## config.mk

```make
export PLATFORM = sky130hd
export DESIGN_NAME = lsq_fwd
export DESIGN_NICKNAME = d
export VERILOG_FILES = /design/src/rtl/lsq_fwd_pkg.sv /design/src/rtl/lsq_fwd_entry.sv /design/src/rtl/lsq_fwd_select.sv /design/src/rtl/lsq_fwd.sv
export SDC_FILE = /design/constraint.sdc
export NUM_CORES = 2
export LEC_CHECK = 0
export BUFFER_PORTS_ARGS = -buffer_cell sky130_fd_sc_hd__buf_2
export CAP_MARGIN = 30
export CORE_MARGIN = 2
export CORE_UTILIZATION = 30
export CTS_BUF_LIST = sky130_fd_sc_hd__clkbuf_4
export DETAILED_ROUTE_END_ITERATION = 16
export GPL_TIMING_DRIVEN = 0
export PLACE_DENSITY = 0.47
export SLEW_MARGIN = 20
export SYNTH_ARGS = -nofsm -noshare
export SYNTH_HDL_FRONTEND = slang
export SYNTH_HIERARCHICAL = 1
export SYNTH_SLANG_ARGS = --single-unit
```

## constraint.sdc

```tcl
create_clock -name clk -period 26.9 [get_ports clk]
set_input_delay 5.38 -clock clk [delete_from_list [all_inputs] [get_ports clk]]
set_output_delay 5.38 -clock clk [all_outputs]
set_load 0.01 [all_outputs]
```

## src/rtl/lsq_fwd_pkg.sv

```systemverilog
package lsq_fwd_pkg;
    typedef enum logic [1:0] {E_FREE, E_WAIT_AG, E_READY, E_DONE} ent_state_e;
    typedef enum logic [1:0] {ACT_NONE, ACT_FWD, ACT_MEM} ld_act_e;
endpackage

```

## src/rtl/lsq_fwd_entry.sv

```systemverilog
module lsq_fwd_entry
    import lsq_fwd_pkg::*;
#(
    parameter int AW = 32,
    parameter int DW = 32
) (
    input  logic          clk,
    input  logic          rst_n,
    input  logic          alloc,
    input  logic          alloc_store,
    input  logic          kill,
    input  logic          agen_hit,
    input  logic [AW-1:0] agen_addr,
    input  logic          data_hit,
    input  logic [DW-1:0] data_val,
    input  logic          issue,
    input  logic          retire,
    output ent_state_e    state,
    output logic          is_store,
    output logic [AW-1:0] addr,
    output logic          dvalid,
    output logic [DW-1:0] data
);
    ent_state_e    st_q, st_d;
    logic          store_q, dv_q;
    logic [AW-1:0] addr_q;
    logic [DW-1:0] data_q;
    logic          take_data;

    // A store accepts its data once, in either waiting state.
    assign take_data = data_hit && store_q && !dv_q &&
                       (st_q == E_WAIT_AG || st_q == E_READY);

    always_comb begin
        st_d = st_q;
        unique case (st_q)
            E_FREE:    if (alloc) st_d = E_WAIT_AG;
            E_WAIT_AG: if (agen_hit)
                           st_d = (store_q && (dv_q || take_data)) ? E_DONE : E_READY;
            E_READY:   if (store_q ? take_data : issue) st_d = E_DONE;
            E_DONE:    if (retire) st_d = E_FREE;
            default:   st_d = E_FREE;
        endcase
        if (kill) st_d = E_FREE;
    end

    always_ff @(posedge clk) begin
        if (!rst_n) begin
            st_q    <= E_FREE;
            store_q <= 1'b0;
            dv_q    <= 1'b0;
            addr_q  <= '0;
            data_q  <= '0;
        end else begin
            st_q <= st_d;
            if (st_q == E_FREE && alloc) begin
                store_q <= alloc_store;
                dv_q    <= 1'b0;
            end else if (take_data) begin
                dv_q   <= 1'b1;
                data_q <= data_val;
            end
            if (st_q == E_WAIT_AG && agen_hit) addr_q <= agen_addr;
        end
    end

    always_comb begin
        state    = st_q;
        is_store = store_q;
        addr     = addr_q;
        dvalid   = dv_q;
        data     = data_q;
    end
endmodule

```

## src/rtl/lsq_fwd_select.sv

```systemverilog
module lsq_fwd_select
    import lsq_fwd_pkg::*;
#(
    parameter int DEPTH = 8,
    parameter int AW    = 32,
    parameter int DW    = 32,
    localparam int IW   = $clog2(DEPTH)
) (
    input  logic [IW-1:0]            head,
    input  ent_state_e [DEPTH-1:0]   st,
    input  logic [DEPTH-1:0]         is_st,
    input  logic [DEPTH-1:0][AW-1:0] addr,
    input  logic [DEPTH-1:0]         dvalid,
    input  logic [DEPTH-1:0][DW-1:0] data,
    output ld_act_e                  act,
    output logic [IW-1:0]            pick_idx,
    output logic [AW-1:0]            pick_addr,
    output logic [DW-1:0]            fwd_data
);
    logic found, blocked, hit, hit_rdy;
    int   p_age;

    always_comb begin
        found     = 1'b0;
        p_age     = 0;
        pick_idx  = '0;
        pick_addr = '0;
        // Oldest load whose address is known.
        for (int a = 0; a < DEPTH; a++) begin
            logic [IW-1:0] ix;
            ix = head + IW'(a);
            if (!found && st[ix] == E_READY && !is_st[ix]) begin
                found     = 1'b1;
                p_age     = a;
                pick_idx  = ix;
                pick_addr = addr[ix];
            end
        end
        // Walk older stores from oldest to youngest; the last match wins.
        blocked  = 1'b0;
        hit      = 1'b0;
        hit_rdy  = 1'b0;
        fwd_data = '0;
        for (int k = 0; k < DEPTH; k++) begin
            logic [IW-1:0] jx;
            jx = head + IW'(k);
            if (found && k < p_age && is_st[jx] && st[jx] != E_FREE) begin
                if (st[jx] == E_WAIT_AG) begin
                    blocked = 1'b1;
                end else if (addr[jx] == pick_addr) begin
                    hit      = 1'b1;
                    hit_rdy  = dvalid[jx];
                    fwd_data = data[jx];
                end
            end
        end
        if (!found || blocked)  act = ACT_NONE;
        else if (hit)           act = hit_rdy ? ACT_FWD : ACT_NONE;
        else                    act = ACT_MEM;
    end
endmodule

```

## src/rtl/lsq_fwd.sv

```systemverilog
module lsq_fwd
    import lsq_fwd_pkg::*;
#(
    parameter int DEPTH = 8,
    parameter int AW    = 32,
    parameter int DW    = 32,
    localparam int IW   = $clog2(DEPTH),
    localparam int CW   = $clog2(DEPTH + 1)
) (
    input  logic          clk,
    input  logic          rst_n,
    input  logic          alloc_valid,
    input  logic          alloc_store,
    output logic          alloc_ready,
    output logic [IW-1:0] alloc_idx,
    input  logic          agen_valid,
    input  logic [IW-1:0] agen_idx,
    input  logic [AW-1:0] agen_addr,
    input  logic          sdata_valid,
    input  logic [IW-1:0] sdata_idx,
    input  logic [DW-1:0] sdata_value,
    input  logic          commit_valid,
    output logic          commit_ready,
    input  logic          squash_valid,
    input  logic [IW-1:0] squash_idx,
    output logic          fwd_valid,
    output logic [IW-1:0] fwd_idx,
    output logic [DW-1:0] fwd_data,
    output logic          mem_rd_valid,
    output logic [IW-1:0] mem_rd_idx,
    output logic [AW-1:0] mem_rd_addr,
    output logic          mem_wr_valid,
    output logic [AW-1:0] mem_wr_addr,
    output logic [DW-1:0] mem_wr_data
);
    logic [IW-1:0] head_q, tail_q;
    logic [CW-1:0] count_q;

    ent_state_e [DEPTH-1:0]   e_st;
    logic [DEPTH-1:0]         e_store, e_dv, kill;
    logic [DEPTH-1:0][AW-1:0] e_addr;
    logic [DEPTH-1:0][DW-1:0] e_data;

    ld_act_e       act;
    logic [IW-1:0] pick_idx, sq_age;
    logic [AW-1:0] pick_addr;
    logic [DW-1:0] sel_data;
    logic          alloc_fire, commit_fire, pick_live;

    assign alloc_ready  = (count_q != CW'(DEPTH));
    assign alloc_idx    = tail_q;
    assign alloc_fire   = alloc_valid && alloc_ready && !squash_valid;
    assign commit_ready = (count_q != '0) && (e_st[head_q] == E_DONE);
    assign commit_fire  = commit_valid && commit_ready;
    assign sq_age       = squash_idx - head_q;
    assign pick_live    = (act != ACT_NONE) && !kill[pick_idx];

    always_comb begin
        for (int i = 0; i < DEPTH; i++) begin
            logic [IW-1:0] rel;
            rel     = IW'(i) - head_q;
            kill[i] = squash_valid && (rel > sq_age);
        end
    end

    for (genvar g = 0; g < DEPTH; g++) begin : g_ent
        lsq_fwd_entry #(.AW(AW), .DW(DW)) u_ent (
            .clk        (clk),
            .rst_n      (rst_n),
            .alloc      (alloc_fire && tail_q == IW'(g)),
            .alloc_store(alloc_store),
            .kill       (kill[g]),
            .agen_hit   (agen_valid && agen_idx == IW'(g)),
            .agen_addr  (agen_addr),
            .data_hit   (sdata_valid && sdata_idx == IW'(g)),
            .data_val   (sdata_value),
            .issue      (pick_live && pick_idx == IW'(g)),
            .retire     (commit_fire && head_q == IW'(g)),
            .state      (e_st[g]),
            .is_store   (e_store[g]),
            .addr       (e_addr[g]),
            .dvalid     (e_dv[g]),
            .data       (e_data[g])
        );
    end

    lsq_fwd_select #(.DEPTH(DEPTH), .AW(AW), .DW(DW)) u_sel (
        .head     (head_q),
        .st       (e_st),
        .is_st    (e_store),
        .addr     (e_addr),
        .dvalid   (e_dv),
        .data     (e_data),
        .act      (act),
        .pick_idx (pick_idx),
        .pick_addr(pick_addr),
        .fwd_data (sel_data)
    );

    always_ff @(posedge clk) begin
        if (!rst_n) begin
            head_q  <= '0;
            tail_q  <= '0;
            count_q <= '0;
        end else begin
            head_q <= head_q + IW'(commit_fire);
            if (squash_valid) begin
                tail_q  <= squash_idx + IW'(1);
                count_q <= CW'(sq_age) + CW'(1) - CW'(commit_fire);
            end else begin
                tail_q  <= tail_q + IW'(alloc_fire);
                count_q <= count_q + CW'(alloc_fire) - CW'(commit_fire);
            end
        end
    end

    always_ff @(posedge clk) begin
        if (!rst_n) begin
            fwd_valid    <= 1'b0;
            fwd_idx      <= '0;
            fwd_data     <= '0;
            mem_rd_valid <= 1'b0;
            mem_rd_idx   <= '0;
            mem_rd_addr  <= '0;
            mem_wr_valid <= 1'b0;
            mem_wr_addr  <= '0;
            mem_wr_data  <= '0;
        end else begin
            fwd_valid    <= pick_live && act == ACT_FWD;
            fwd_idx      <= pick_idx;
            fwd_data     <= sel_data;
            mem_rd_valid <= pick_live && act == ACT_MEM;
            mem_rd_idx   <= pick_idx;
            mem_rd_addr  <= pick_addr;
            mem_wr_valid <= commit_fire && e_store[head_q];
            mem_wr_addr  <= e_addr[head_q];
            mem_wr_data  <= e_data[head_q];
        end
    end
endmodule

```

==> qor.csv <==
metric;value;unit
fmax;54.9;MHz
wl_per_cell;42.8;um
cts_tree;built;
cts_buffer_depth;3;
die_h;452;um
crit_arrival;19.47;ns
cts_inserted_buffers;204;
syn_avg_cell_area;9.21;um2
crit_end;g_ent[5].u_ent/state[0]$_SDFFE_PP0P_;
io_pins;223;
reg2reg_to;g_ent[5].u_ent/state[0]$_SDFFE_PP0P_;
grt_start_max_net_pins;34;
rrSetupSlack;8.70;ns
clk_latency;1.35;ns
finalMaxSlewViolations;0;
root_buffer;clkbuf_4;
path_clk_slew;0.07;ns
die-area;204000;um2
viasPerCell;6.61;
hp-class;flop to flop;
max_slew_margin;12.3;%
start_util;30.2;%
ys_seq_elements;688;
critPathKind;flop to flop;
critPathRequiredTime;28.17;ns
synthArstFlopShare;0;%
core;200000;um2
startpoint;head_q[1]$_SDFF_PN0_;
ys_seq_area_share;22.9;%
synth_top_cell_area_share;25.4;%
critPathMaxStageDelay;0.91;ns
setup-violations-final;0;
yosysMostFrequentCell;nand2_1;
crit_slowest_cell;nor4_1;
firstDrtPassIters;10;
yosysTopAreaCell;mux4_2;
track_usage;40.5;%
drt_iter0_markers;9959;
die_x;452;um
synth_common_cells;1562 x nand2_1, 688 x dfxtp_1, 680 x mux4_2;
synth_cell_type_count;120;
drive_gt1_share;25.9;%
synthFlopType;dfxtp_1;
min_period;18.20;ns
synth_area_leaders;mux4_2 25%, dfxtp_1 23%, nand2_1 9.7%;
cpLargestDelayFamily;buffers and inverters;
cp_max_fo;10;
startpoint_type;flop;
whs;0.518;ns
syn_inst;6546;
finalSetupTns;0;ns
gp_congestion;1.12;
hpwl;346000;um
reg2reg_depth;39;
post-route-period-util;67.7;%
grt_overflow;0;
p_per_area;47.2;nW/um2
nets;7266;
portBuffers;222;
grt_pass1_wl;560000;um
leakage;0.0235;uW
r2r_start;head_q[1]$_SDFF_PN0_;
path_common_cell;buf_2;
endpoint_kind;flop;
status;complete, no violations;
hold_depth;2;
cts_sinks;688;
drt-total-wl;427000;um
peakVddDrop;0.0613;mV
drv_cap;0;
yosys_warnings;6;
htreeDepth;4;
synth_nets;6700;
synth_edf_count;0;
grt_pass1_vias;60400;
cts_setup_buffers;0;
cts_resized;0;
area_growth;15.2;%
core.rowCount;164;
finalPower;3280;uW
antenna_found_initial;59;
vias;65900;
hold_violations;0;
crit_buf_inv;19;
syn_area;60300;um2
fin_skew;0.123;ns
max_slew.worst_pin.slew;1.32;ns
crit_cells;39;
postCtsHoldBufs;0;
rsz0062_at_grt;false;
drc;0;
antenna_left;0;
tightest hold or removal path: stages, from the launching register on:
cell      delay [ns]
dfxtp_1         0.34
nand2_1         0.06
a21boi_0        0.06
per-layer routing:
| layer | part of all wire, % | GRT usage [%] | vias up |
|---|---|---|---|
| li1 | - | - | 25900 |
| met1 | 40 | 53.3 | 33500 |
| met2 | 40 | 56.7 | 5354 |
| met3 | 12 | 13.0 | 1180 |
| met4 | 7.7 | 26.1 | 22 |
| met5 | 0.065 | 0.187 | - |
layout make-up:
class / instances / area [um2]
fillers: 20800 / 130000
diodes: 33 / 82.6
well taps: 2656 / 3320
clock inverters: 80 / 464
plain buffers: 596 / 2690
inverters: 97 / 364
clock buffers: 296 / 2220
flip-flops and latches: 688 / 13800
multi-input cells: 5165 / 43900
repair buffers: 360 / 2600
how the worst min path moves through the flow:
| stage | slack [ns] | end | startpoint |
|---|---|---|---|
| 2_1_floorplan | 0.47 | g_ent[6].u_ent/data[26]$_SDFFE_PN0P_ | g_ent[6].u_ent/data[26]$_SDFFE_PN0P_ |
| 4_1_cts | 0.52 | g_ent[2].u_ent/addr[0]$_SDFFE_PN0P_ | g_ent[2].u_ent/addr[0]$_SDFFE_PN0P_ |
| 3_3_place_gp | 0.50 | g_ent[1].u_ent/data[6]$_SDFFE_PN0P_ | g_ent[1].u_ent/data[6]$_SDFFE_PN0P_ |
| 3_5_place_dp | 0.51 | g_ent[2].u_ent/addr[0]$_SDFFE_PN0P_ | g_ent[2].u_ent/addr[0]$_SDFFE_PN0P_ |
| 6_report | 0.52 | g_ent[2].u_ent/addr[0]$_SDFFE_PN0P_ | g_ent[2].u_ent/addr[0]$_SDFFE_PN0P_ |
| 5_1_grt | 0.55 | g_ent[0].u_ent/data[18]$_SDFFE_PN0P_ | g_ent[0].u_ent/data[18]$_SDFFE_PN0P_ |
cells in the final DEF, fill, tap and decap left out, types with 47 or more instances in the layout:
cell type,Yosys,routed
mux2i_1,261,235
xnor2_1,86,83
buf_4,24,58
o21ai_0,94,93
a21oi_1,103,99
a211oi_1,91,89
o22ai_1,57,56
clkbuf_1,344,317
and3_1,50,50
a21boi_0,562,560
nand2_1,1562,1562
nand3_1,101,101
xor2_1,59,58
mux2_2,140,140
dfxtp_1,688,688
buf_2,150,405
mux4_2,680,680
inv_1,86,86
clkbuf_4,0,297
nor3_1,60,56
nor2_1,223,217
ha_1,71,71
clkinv_1,1,55
and2_1,136,136
nand2b_1,47,47
nor4_1,74,69
buf_6,11,71
cell families (layout without fill, tap and decap cells):
logic type	after synthesis	after routing	share of synthesized area, %
buffers and inverters	693	1429	4.97
multiplexers	1083	1083	32.5
AND/OR/NAND/NOR	2445	2445	18.2
other	0	33	0
AO/OA/AOI/OAI	1415	1415	17.8
flip-flops	688	688	22.9
adder cells (fa/ha/maj)	75	75	1.58
XOR/XNOR	147	147	2.18
stage by stage:
stage | setup slack [ns] | cell area (um2) | util [%] | std cells
floorplan | 17.48 | 60300 | - | 6546
CTS | 9.32 | 69100 | 34.6 | 9914
detailed placement | 9.41 | 66400 | 33.3 | 9538
global route | 9.30 | 69400 | 34.7 | 9947
finish | 8.70 | 69400 | 34.8 | 9971
global placement | 6.43 | 64700 | 32.4 | 9424
registers in the layout (all words and copies together), names as in the netlist:
name / flops
alloc_idx: 3
count_q: 4
fwd_data: 32
fwd_valid: 1
g_ent.u_ent/addr: 256
g_ent.u_ent/data: 256
g_ent.u_ent/dvalid: 8
g_ent.u_ent/is_store: 8
g_ent.u_ent/state: 16
head_q: 3
mem_rd_addr: 32
mem_rd_idx: 3
mem_rd_valid: 1
mem_wr_addr: 32
mem_wr_data: 32
mem_wr_valid: 1
where the power goes:
part / internal (uW) / switching (uW)
sequential: 1030 / 14.2
combinational: 233 / 921
clock: 540 / 545
total: 1800 / 1480
Power figures use the tool's default switching activity.
